==> config.mk <==
export PLATFORM = sky130hd
export DESIGN_NAME = sram_cycle_ctrl
export DESIGN_NICKNAME = d
export VERILOG_FILES = /design/src/rtl/sram_ctrl_pkg.sv /design/src/rtl/sram_seq_fsm.sv /design/src/rtl/sram_lane_map.sv /design/src/rtl/sram_rd_capture.sv /design/src/rtl/sram_cycle_ctrl.sv
export SDC_FILE = /design/constraint.sdc
export NUM_CORES = 1
export LEC_CHECK = 0
export BUFFER_PORTS_ARGS = -buffer_cell sky130_fd_sc_hd__buf_2
export CAP_MARGIN = 0
export CELL_PAD_IN_SITES_DETAIL_PLACEMENT = 1
export CELL_PAD_IN_SITES_GLOBAL_PLACEMENT = 2
export CORE_AREA = 2 2 105 107
export CTS_BUF_LIST = sky130_fd_sc_hd__clkbuf_8
export CTS_CLUSTER_DIAMETER = 100
export DETAILED_ROUTE_END_ITERATION = 8
export DIE_AREA = 0 0 107 109
export HOLD_SLACK_MARGIN = 0.12
export MAX_ROUTING_LAYER = met4
export PLACE_DENSITY_LB_ADDON = 0.1
export SETUP_SLACK_MARGIN = 0.2
export SLEW_MARGIN = 0
export SYNTH_ARGS = -nofsm -noshare
export SYNTH_HDL_FRONTEND = slang
export SYNTH_SLANG_ARGS = --single-unit
==> constraint.sdc <==
create_clock -name clk -period 3.2 [get_ports clk]
set_input_delay 0.64 -clock clk [delete_from_list [all_inputs] [get_ports clk]]
set_output_delay 0.64 -clock clk [all_outputs]
set_load 0.02 [all_outputs]
==> src/rtl/sram_ctrl_pkg.sv <==
package sram_ctrl_pkg;

  typedef enum logic [2:0] {
    ST_IDLE,
    ST_READ,
    ST_RHOLD,
    ST_WRITE,
    ST_WREL
  } seq_st_e;

  function automatic int ns_to_cyc(input int ns, input int clk_ns);
    return (ns + clk_ns - 1) / clk_ns;
  endfunction

  function automatic int max2(input int a, input int b);
    return (a > b) ? a : b;
  endfunction

endpackage

==> src/rtl/sram_seq_fsm.sv <==
module sram_seq_fsm
  import sram_ctrl_pkg::*;
#(
  parameter int RD_CYC   = 18,
  parameter int WLOW_CYC = 17,
  parameter int TURN_CYC = 7
) (
  input  logic clk,
  input  logic rst_n,
  input  logic req_valid,
  input  logic req_write,
  output logic req_ready,
  output logic accept,
  output logic cs_act,
  output logic oe_act,
  output logic we_act,
  output logic drv_act,
  output logic rd_done
);

  localparam int CNT_MAX = max2(max2(RD_CYC, WLOW_CYC), TURN_CYC);
  localparam int CNT_W   = $clog2(CNT_MAX + 1);
  // counter value at and below which write data may be driven
  localparam int DRV_AT  = WLOW_CYC - 1 - TURN_CYC;

  seq_st_e            state;
  logic [CNT_W-1:0]   cnt;

  assign req_ready = (state == ST_IDLE);
  assign accept    = req_valid && (state == ST_IDLE);
  assign cs_act    = (state == ST_READ) || (state == ST_WRITE) || (state == ST_WREL);
  assign oe_act    = (state == ST_READ);
  assign we_act    = (state == ST_WRITE);
  assign drv_act   = ((state == ST_WRITE) && (cnt <= CNT_W'(DRV_AT))) || (state == ST_WREL);
  assign rd_done   = (state == ST_READ) && (cnt == '0);

  always_ff @(posedge clk or negedge rst_n) begin
    if (!rst_n) begin
      state <= ST_IDLE;
      cnt   <= '0;
    end else begin
      unique case (state)
        ST_IDLE: begin
          if (accept) begin
            if (req_write) begin
              state <= ST_WRITE;
              cnt   <= CNT_W'(WLOW_CYC - 1);
            end else begin
              state <= ST_READ;
              cnt   <= CNT_W'(RD_CYC - 1);
            end
          end
        end
        ST_READ: begin
          if (cnt == '0) begin
            state <= ST_RHOLD;
            cnt   <= CNT_W'(TURN_CYC - 1);
          end else begin
            cnt <= cnt - 1'b1;
          end
        end
        ST_RHOLD: begin
          if (cnt == '0) state <= ST_IDLE;
          else           cnt   <= cnt - 1'b1;
        end
        ST_WRITE: begin
          if (cnt == '0) state <= ST_WREL;
          else           cnt   <= cnt - 1'b1;
        end
        ST_WREL: state <= ST_IDLE;
        default: state <= ST_IDLE;
      endcase
    end
  end

endmodule

==> src/rtl/sram_lane_map.sv <==
module sram_lane_map #(
  parameter int ADDR_W = 20,
  parameter int LANE_W = 8
) (
  input  logic                  byte_mode,
  input  logic [ADDR_W:0]       haddr,
  input  logic [1:0]            be,
  input  logic [2*LANE_W-1:0]   wdata,
  output logic [ADDR_W-1:0]     maddr,
  output logic                  lb_n,
  output logic                  ub_n,
  output logic [2*LANE_W-1:0]   lane_mask,
  output logic [2*LANE_W-1:0]   dq_wr
);

  localparam int DQ_W = 2 * LANE_W;
  localparam logic [DQ_W-1:0] BYTE_MASK = {{LANE_W{1'b0}}, {LANE_W{1'b1}}};

  logic [DQ_W-1:0] word_mask;
  logic [DQ_W-1:0] byte_wr;

  for (genvar g = 0; g < 2; g++) begin : g_lane
    assign word_mask[g*LANE_W +: LANE_W] = {LANE_W{be[g]}};
  end

  // top data pin carries the byte-address LSB in 8-bit mode
  assign byte_wr = {haddr[0], {(DQ_W-LANE_W-1){1'b0}}, wdata[LANE_W-1:0]};

  always_comb begin
    if (byte_mode) begin
      maddr     = haddr[ADDR_W:1];
      lb_n      = 1'b0;
      ub_n      = 1'b0;
      lane_mask = BYTE_MASK;
      dq_wr     = byte_wr;
    end else begin
      maddr     = haddr[ADDR_W-1:0];
      lb_n      = ~be[0];
      ub_n      = ~be[1];
      lane_mask = word_mask;
      dq_wr     = wdata;
    end
  end

endmodule

==> src/rtl/sram_rd_capture.sv <==
module sram_rd_capture #(
  parameter int DQ_W = 16
) (
  input  logic            clk,
  input  logic            rst_n,
  input  logic            rd_done,
  input  logic [DQ_W-1:0] mask,
  input  logic [DQ_W-1:0] dq_i,
  output logic            rsp_valid,
  output logic [DQ_W-1:0] rsp_rdata
);

  always_ff @(posedge clk or negedge rst_n) begin
    if (!rst_n) begin
      rsp_valid <= 1'b0;
      rsp_rdata <= '0;
    end else begin
      rsp_valid <= rd_done;
      if (rd_done) rsp_rdata <= dq_i & mask;
    end
  end

endmodule

==> src/rtl/sram_cycle_ctrl.sv <==
module sram_cycle_ctrl
  import sram_ctrl_pkg::*;
#(
  parameter int CLK_NS    = 4,
  parameter int ADDR_W    = 20,
  parameter int LANE_W    = 8,
  parameter int T_RC_NS   = 70,
  parameter int T_AA_NS   = 70,
  parameter int T_OE_NS   = 35,
  parameter int T_WC_NS   = 70,
  parameter int T_WP_NS   = 55,
  parameter int T_AW_NS   = 65,
  parameter int T_DW_NS   = 35,
  parameter int T_TURN_NS = 25
) (
  input  logic                  clk,
  input  logic                  rst_n,
  input  logic                  cfg_byte_mode,
  input  logic                  req_valid,
  output logic                  req_ready,
  input  logic                  req_write,
  input  logic [ADDR_W:0]       req_addr,
  input  logic [2*LANE_W-1:0]   req_wdata,
  input  logic [1:0]            req_be,
  output logic                  rsp_valid,
  output logic [2*LANE_W-1:0]   rsp_rdata,
  output logic                  sram_cs1_n,
  output logic                  sram_cs2,
  output logic                  sram_we_n,
  output logic                  sram_oe_n,
  output logic                  sram_lb_n,
  output logic                  sram_ub_n,
  output logic                  sram_byte_n,
  output logic [ADDR_W-1:0]     sram_addr,
  output logic [2*LANE_W-1:0]   sram_dq_o,
  output logic [2*LANE_W-1:0]   sram_dq_oe,
  input  logic [2*LANE_W-1:0]   sram_dq_i
);

  localparam int DQ_W     = 2 * LANE_W;
  localparam int TURN_CYC = max2(1, ns_to_cyc(T_TURN_NS, CLK_NS));
  localparam int RD_CYC   = max2(max2(ns_to_cyc(T_RC_NS, CLK_NS), ns_to_cyc(T_AA_NS, CLK_NS)),
                                 max2(ns_to_cyc(T_OE_NS, CLK_NS), 1));
  localparam int WLOW_CYC = max2(max2(ns_to_cyc(T_WP_NS, CLK_NS), ns_to_cyc(T_AW_NS, CLK_NS)),
                                 max2(TURN_CYC + max2(1, ns_to_cyc(T_DW_NS, CLK_NS)),
                                      ns_to_cyc(T_WC_NS, CLK_NS) - 1));
  localparam logic [DQ_W-1:0] ADDR_PIN = {1'b1, {(DQ_W-1){1'b0}}};

  logic accept, cs_act, oe_act, we_act, drv_act, rd_done;

  logic [ADDR_W-1:0] map_addr;
  logic              map_lb_n, map_ub_n;
  logic [DQ_W-1:0]   map_mask, map_wr;

  logic [ADDR_W-1:0] addr_q;
  logic              lb_q, ub_q, bmode_q;
  logic [DQ_W-1:0]   mask_q, wr_q;

  sram_seq_fsm #(
    .RD_CYC  (RD_CYC),
    .WLOW_CYC(WLOW_CYC),
    .TURN_CYC(TURN_CYC)
  ) u_fsm (
    .clk      (clk),
    .rst_n    (rst_n),
    .req_valid(req_valid),
    .req_write(req_write),
    .req_ready(req_ready),
    .accept   (accept),
    .cs_act   (cs_act),
    .oe_act   (oe_act),
    .we_act   (we_act),
    .drv_act  (drv_act),
    .rd_done  (rd_done)
  );

  sram_lane_map #(
    .ADDR_W(ADDR_W),
    .LANE_W(LANE_W)
  ) u_map (
    .byte_mode(cfg_byte_mode),
    .haddr    (req_addr),
    .be       (req_be),
    .wdata    (req_wdata),
    .maddr    (map_addr),
    .lb_n     (map_lb_n),
    .ub_n     (map_ub_n),
    .lane_mask(map_mask),
    .dq_wr    (map_wr)
  );

  always_ff @(posedge clk or negedge rst_n) begin
    if (!rst_n) begin
      addr_q  <= '0;
      lb_q    <= 1'b1;
      ub_q    <= 1'b1;
      bmode_q <= 1'b0;
      mask_q  <= '0;
      wr_q    <= '0;
    end else if (accept) begin
      addr_q  <= map_addr;
      lb_q    <= map_lb_n;
      ub_q    <= map_ub_n;
      bmode_q <= cfg_byte_mode;
      mask_q  <= map_mask;
      wr_q    <= map_wr;
    end
  end

  sram_rd_capture #(
    .DQ_W(DQ_W)
  ) u_cap (
    .clk      (clk),
    .rst_n    (rst_n),
    .rd_done  (rd_done),
    .mask     (mask_q),
    .dq_i     (sram_dq_i),
    .rsp_valid(rsp_valid),
    .rsp_rdata(rsp_rdata)
  );

  assign sram_cs1_n  = ~cs_act;
  assign sram_cs2    = 1'b1;
  assign sram_we_n   = ~we_act;
  assign sram_oe_n   = ~oe_act;
  assign sram_lb_n   = lb_q;
  assign sram_ub_n   = ub_q;
  assign sram_byte_n = ~bmode_q;
  assign sram_addr   = addr_q;
  assign sram_dq_o   = wr_q;
  assign sram_dq_oe  = ({DQ_W{drv_act}} & mask_q) | ({DQ_W{bmode_q & cs_act}} & ADDR_PIN);

endmodule

==> impl_metrics.ini <==
[clocking]
cts_made_buffers = 9
cts_resized = 0
cts_tree = built
cts_buffer_depth = 2
postCtsSetupBuffers = 0
clkLatencyLatePin_ns = 0.34
htreeDepth = 3
clkTransAtPathRegs_ns = 0.07
cts_root_buf = clkbuf_8
ctsHoldBuffers = 0
cts.sinks = 66

[global_route]
grt_usage_pct = 15.1
grt_pass1_wl_microns = 13200
grt_pass1_vias = 2631
grt_start_max_net_pins = 67
globalRouteOverflowTotal = 0
antenna_found_initial = 1

[critical_path]
r2r_slack_ns = 1.13
r2r_end = u_fsm.cnt[2]$_DFFE_PN0P_
worstPathArrival_ns = 2.17
r2r_cells = 6
worstSetupPathType = flip-flop to output port
critPathLaunchType = flip-flop
required_ns = 2.56
crit_fanout = 13
endpoint_kind = output port
rr_startpoint = u_fsm.cnt[1]$_DFFE_PN0P_
crit_path_end = sram_dq_oe[9]
startpoint = u_fsm.state[2]$_DFFE_PN0P_

[sta]
period_share_pct = 87.8
max_slew_margin_pct = 41.5
fmax_mhz = 356
period_needed_ns = 2.81
setup_violations = 0
maxSlewViolCount = 0
finClkSkew_ns = 0.00815
rsz0062_at_grt = false
setup_tns_ns = 0
worst_pin_slew_ns = 0.878
finalHoldViolations = 0

[die]
fp.dieH_microns = 109
die_area_sq_um = 11700
io_pins = 137
start_util_pct = 30.1
num_rows = 38
die_width_microns = 107
core-area_sq_um = 10600

[worst_hold_path]
hold_class = primary input to async pin

[final_layout]
final_common_cell = buf_2
final_cell_area_sq_um = 4040
drive_gt1_share_pct = 42.2
layout_common_cells = buf_2, nand2_1, dfrtp_1
fillers = 1261
areaGrowthSynthToFinish_pct = 26.5
nNetsFinal = 487

[synth]
synth_edf_count = 0
yosysWarnings = 0
synthDistinctLibCells = 49
syn_inst = 309
yosys.area.top_type = dfrtp_1
syn_nets = 372
ys_seq_area_share_pct = 51.8
synth-main-ff-cell = dfrtp_1
ys_async_sr_fraction_pct = 100
synth_area_sq_um = 3200
synth_area_leaders = dfrtp_1, nand2_1, mux2i_1, o21ai_0, buf_4
ys_ff_latch = 66
synth_top_area_share_pct = 50.1
syn_avg_cell_area_sq_um = 10.3

[routing]
dr.pass1.iters = 4
vias = 2545
ant_nets = 0
vias_per_cell = 4.48
drc = 0
dr.first_iter.drc_count = 61
wl_per_cell_microns = 14.3
routed_wl_microns = 8140

[placement]
postPlaceCellArea_sq_um = 3850
port_buffers = 135
place_hpwl_microns = 5850
place_congestion = 0.765

[power]
leakagePower_uw = 0.00212
powerDensity_nw_per_um2 = 963
vdd_drop_max_mv = 0.342
total_power_uw = 3890

[outcome]
status = complete, no violations

[flow_run]
drv_cap = 0
-- layout make-up --
class | instances | area, sq um | share of cell area (%)
diodes | 1 | 2.50 | 0.0619
clock buffers | 11 | 151 | 3.74
clock inverters | 3 | 40.0 | 0.990
inverters | 6 | 22.5 | 0.557
multi-input cells | 204 | 1310 | 32.3
flip-flops and latches | 66 | 1650 | 40.9
well taps | 140 | 175 | 4.33
repair buffers | 137 | 693 | 17.1
-- how the worst min path moves through the flow --
| stage | startpoint | slack (ns) | endpoint |
|---|---|---|---|
| 3_5_place_dp | sram_lb_n$_DFFE_PN1P_ | 0.46 | sram_lb_n$_DFFE_PN1P_ |
| 3_3_place_gp | sram_lb_n$_DFFE_PN1P_ | 0.45 | sram_lb_n$_DFFE_PN1P_ |
| 4_1_cts | req_be[1] | 0.44 | sram_ub_n$_DFFE_PN1P_ |
| 6_report | rst_n | 0.42 | u_fsm.cnt[0]$_DFFE_PN0P_ |
| 2_1_floorplan | rst_n | 0.34 | bmode_q$_DFFE_PN0P_ |
| 5_1_grt | req_be[1] | 0.46 | sram_ub_n$_DFFE_PN1P_ |
-- metal layers --
metal  vias up  global-route usage, %  part of all wire, %
met5         -                      -                    0
met4         0                   4.73                 0.98
met3         5                   5.26                  7.1
met2        82                   23.4                   46
met1      1197                   18.7                   46
li1       1261                      -                    -
-- cell families after synthesis --
kind of cell,after synthesis,share of synthesized area [%]
flops,66,51.8
simple gates,101,15.6
buf+inv,39,7.48
mux,30,9.75
other cells,1,0.117
compound gates,69,14.1
fa+ha+maj,3,1.17
-- cell usage after synthesis (2+ instances only) --
| master | instances |
|---|---|
| mux2_1 | 7 |
| buf_2 | 2 |
| mux2_2 | 2 |
| nand2b_1 | 10 |
| ha_1 | 3 |
| inv_1 | 5 |
| o211ai_1 | 2 |
| clkbuf_1 | 10 |
| a21oi_1 | 5 |
| o21ai_2 | 13 |
| buf_6 | 4 |
| a31oi_1 | 2 |
| o21ai_1 | 5 |
| nand2_1 | 68 |
| o21ai_0 | 30 |
| or3_1 | 2 |
| nor2_1 | 6 |
| nor3_1 | 2 |
| dfrtp_1 | 64 |
| buf_4 | 16 |
| dfstp_2 | 2 |
| mux2i_1 | 21 |
| a21o_1 | 2 |
-- metrics by stage --
stage | setup WS [ns] | instances | hold WS [ns] | util (%)
detailed placement | 0.714 | 553 | 0.461 | 36.3
global placement | 0.787 | 553 | 0.449 | 36.3
finish | 0.390 | 568 | 0.416 | 38.1
CTS | 0.319 | 567 | 0.442 | 38.1
floorplan | 0.609 | 309 | 0.344 | -
global route | 0.206 | 568 | 0.455 | 38.1
-- flip-flops by register name (all words and copies together) (netlist names) --
signal,count
sram_addr,20
u_fsm.cnt,5
sram_ub_n,1
sram_dq_o,16
mask_q,2
u_cap.rsp_valid,1
u_cap.rsp_rdata,16
sram_lb_n,1
bmode_q,1
u_fsm.state,3
-- power by group --
group,switching [uW],internal (uW)
Clock,311,391
Combinational,1080,630
Sequential,274,1210
-- critical path, cell delays in order (launching register included) --
cell and delay (ns):
dfrtp_1 0.54, and2b_1 0.29, nand2_1 0.09, o31a_2 0.39, nor2b_1 0.29, buf_2 0.23
Power figures use the tool's default switching activity.
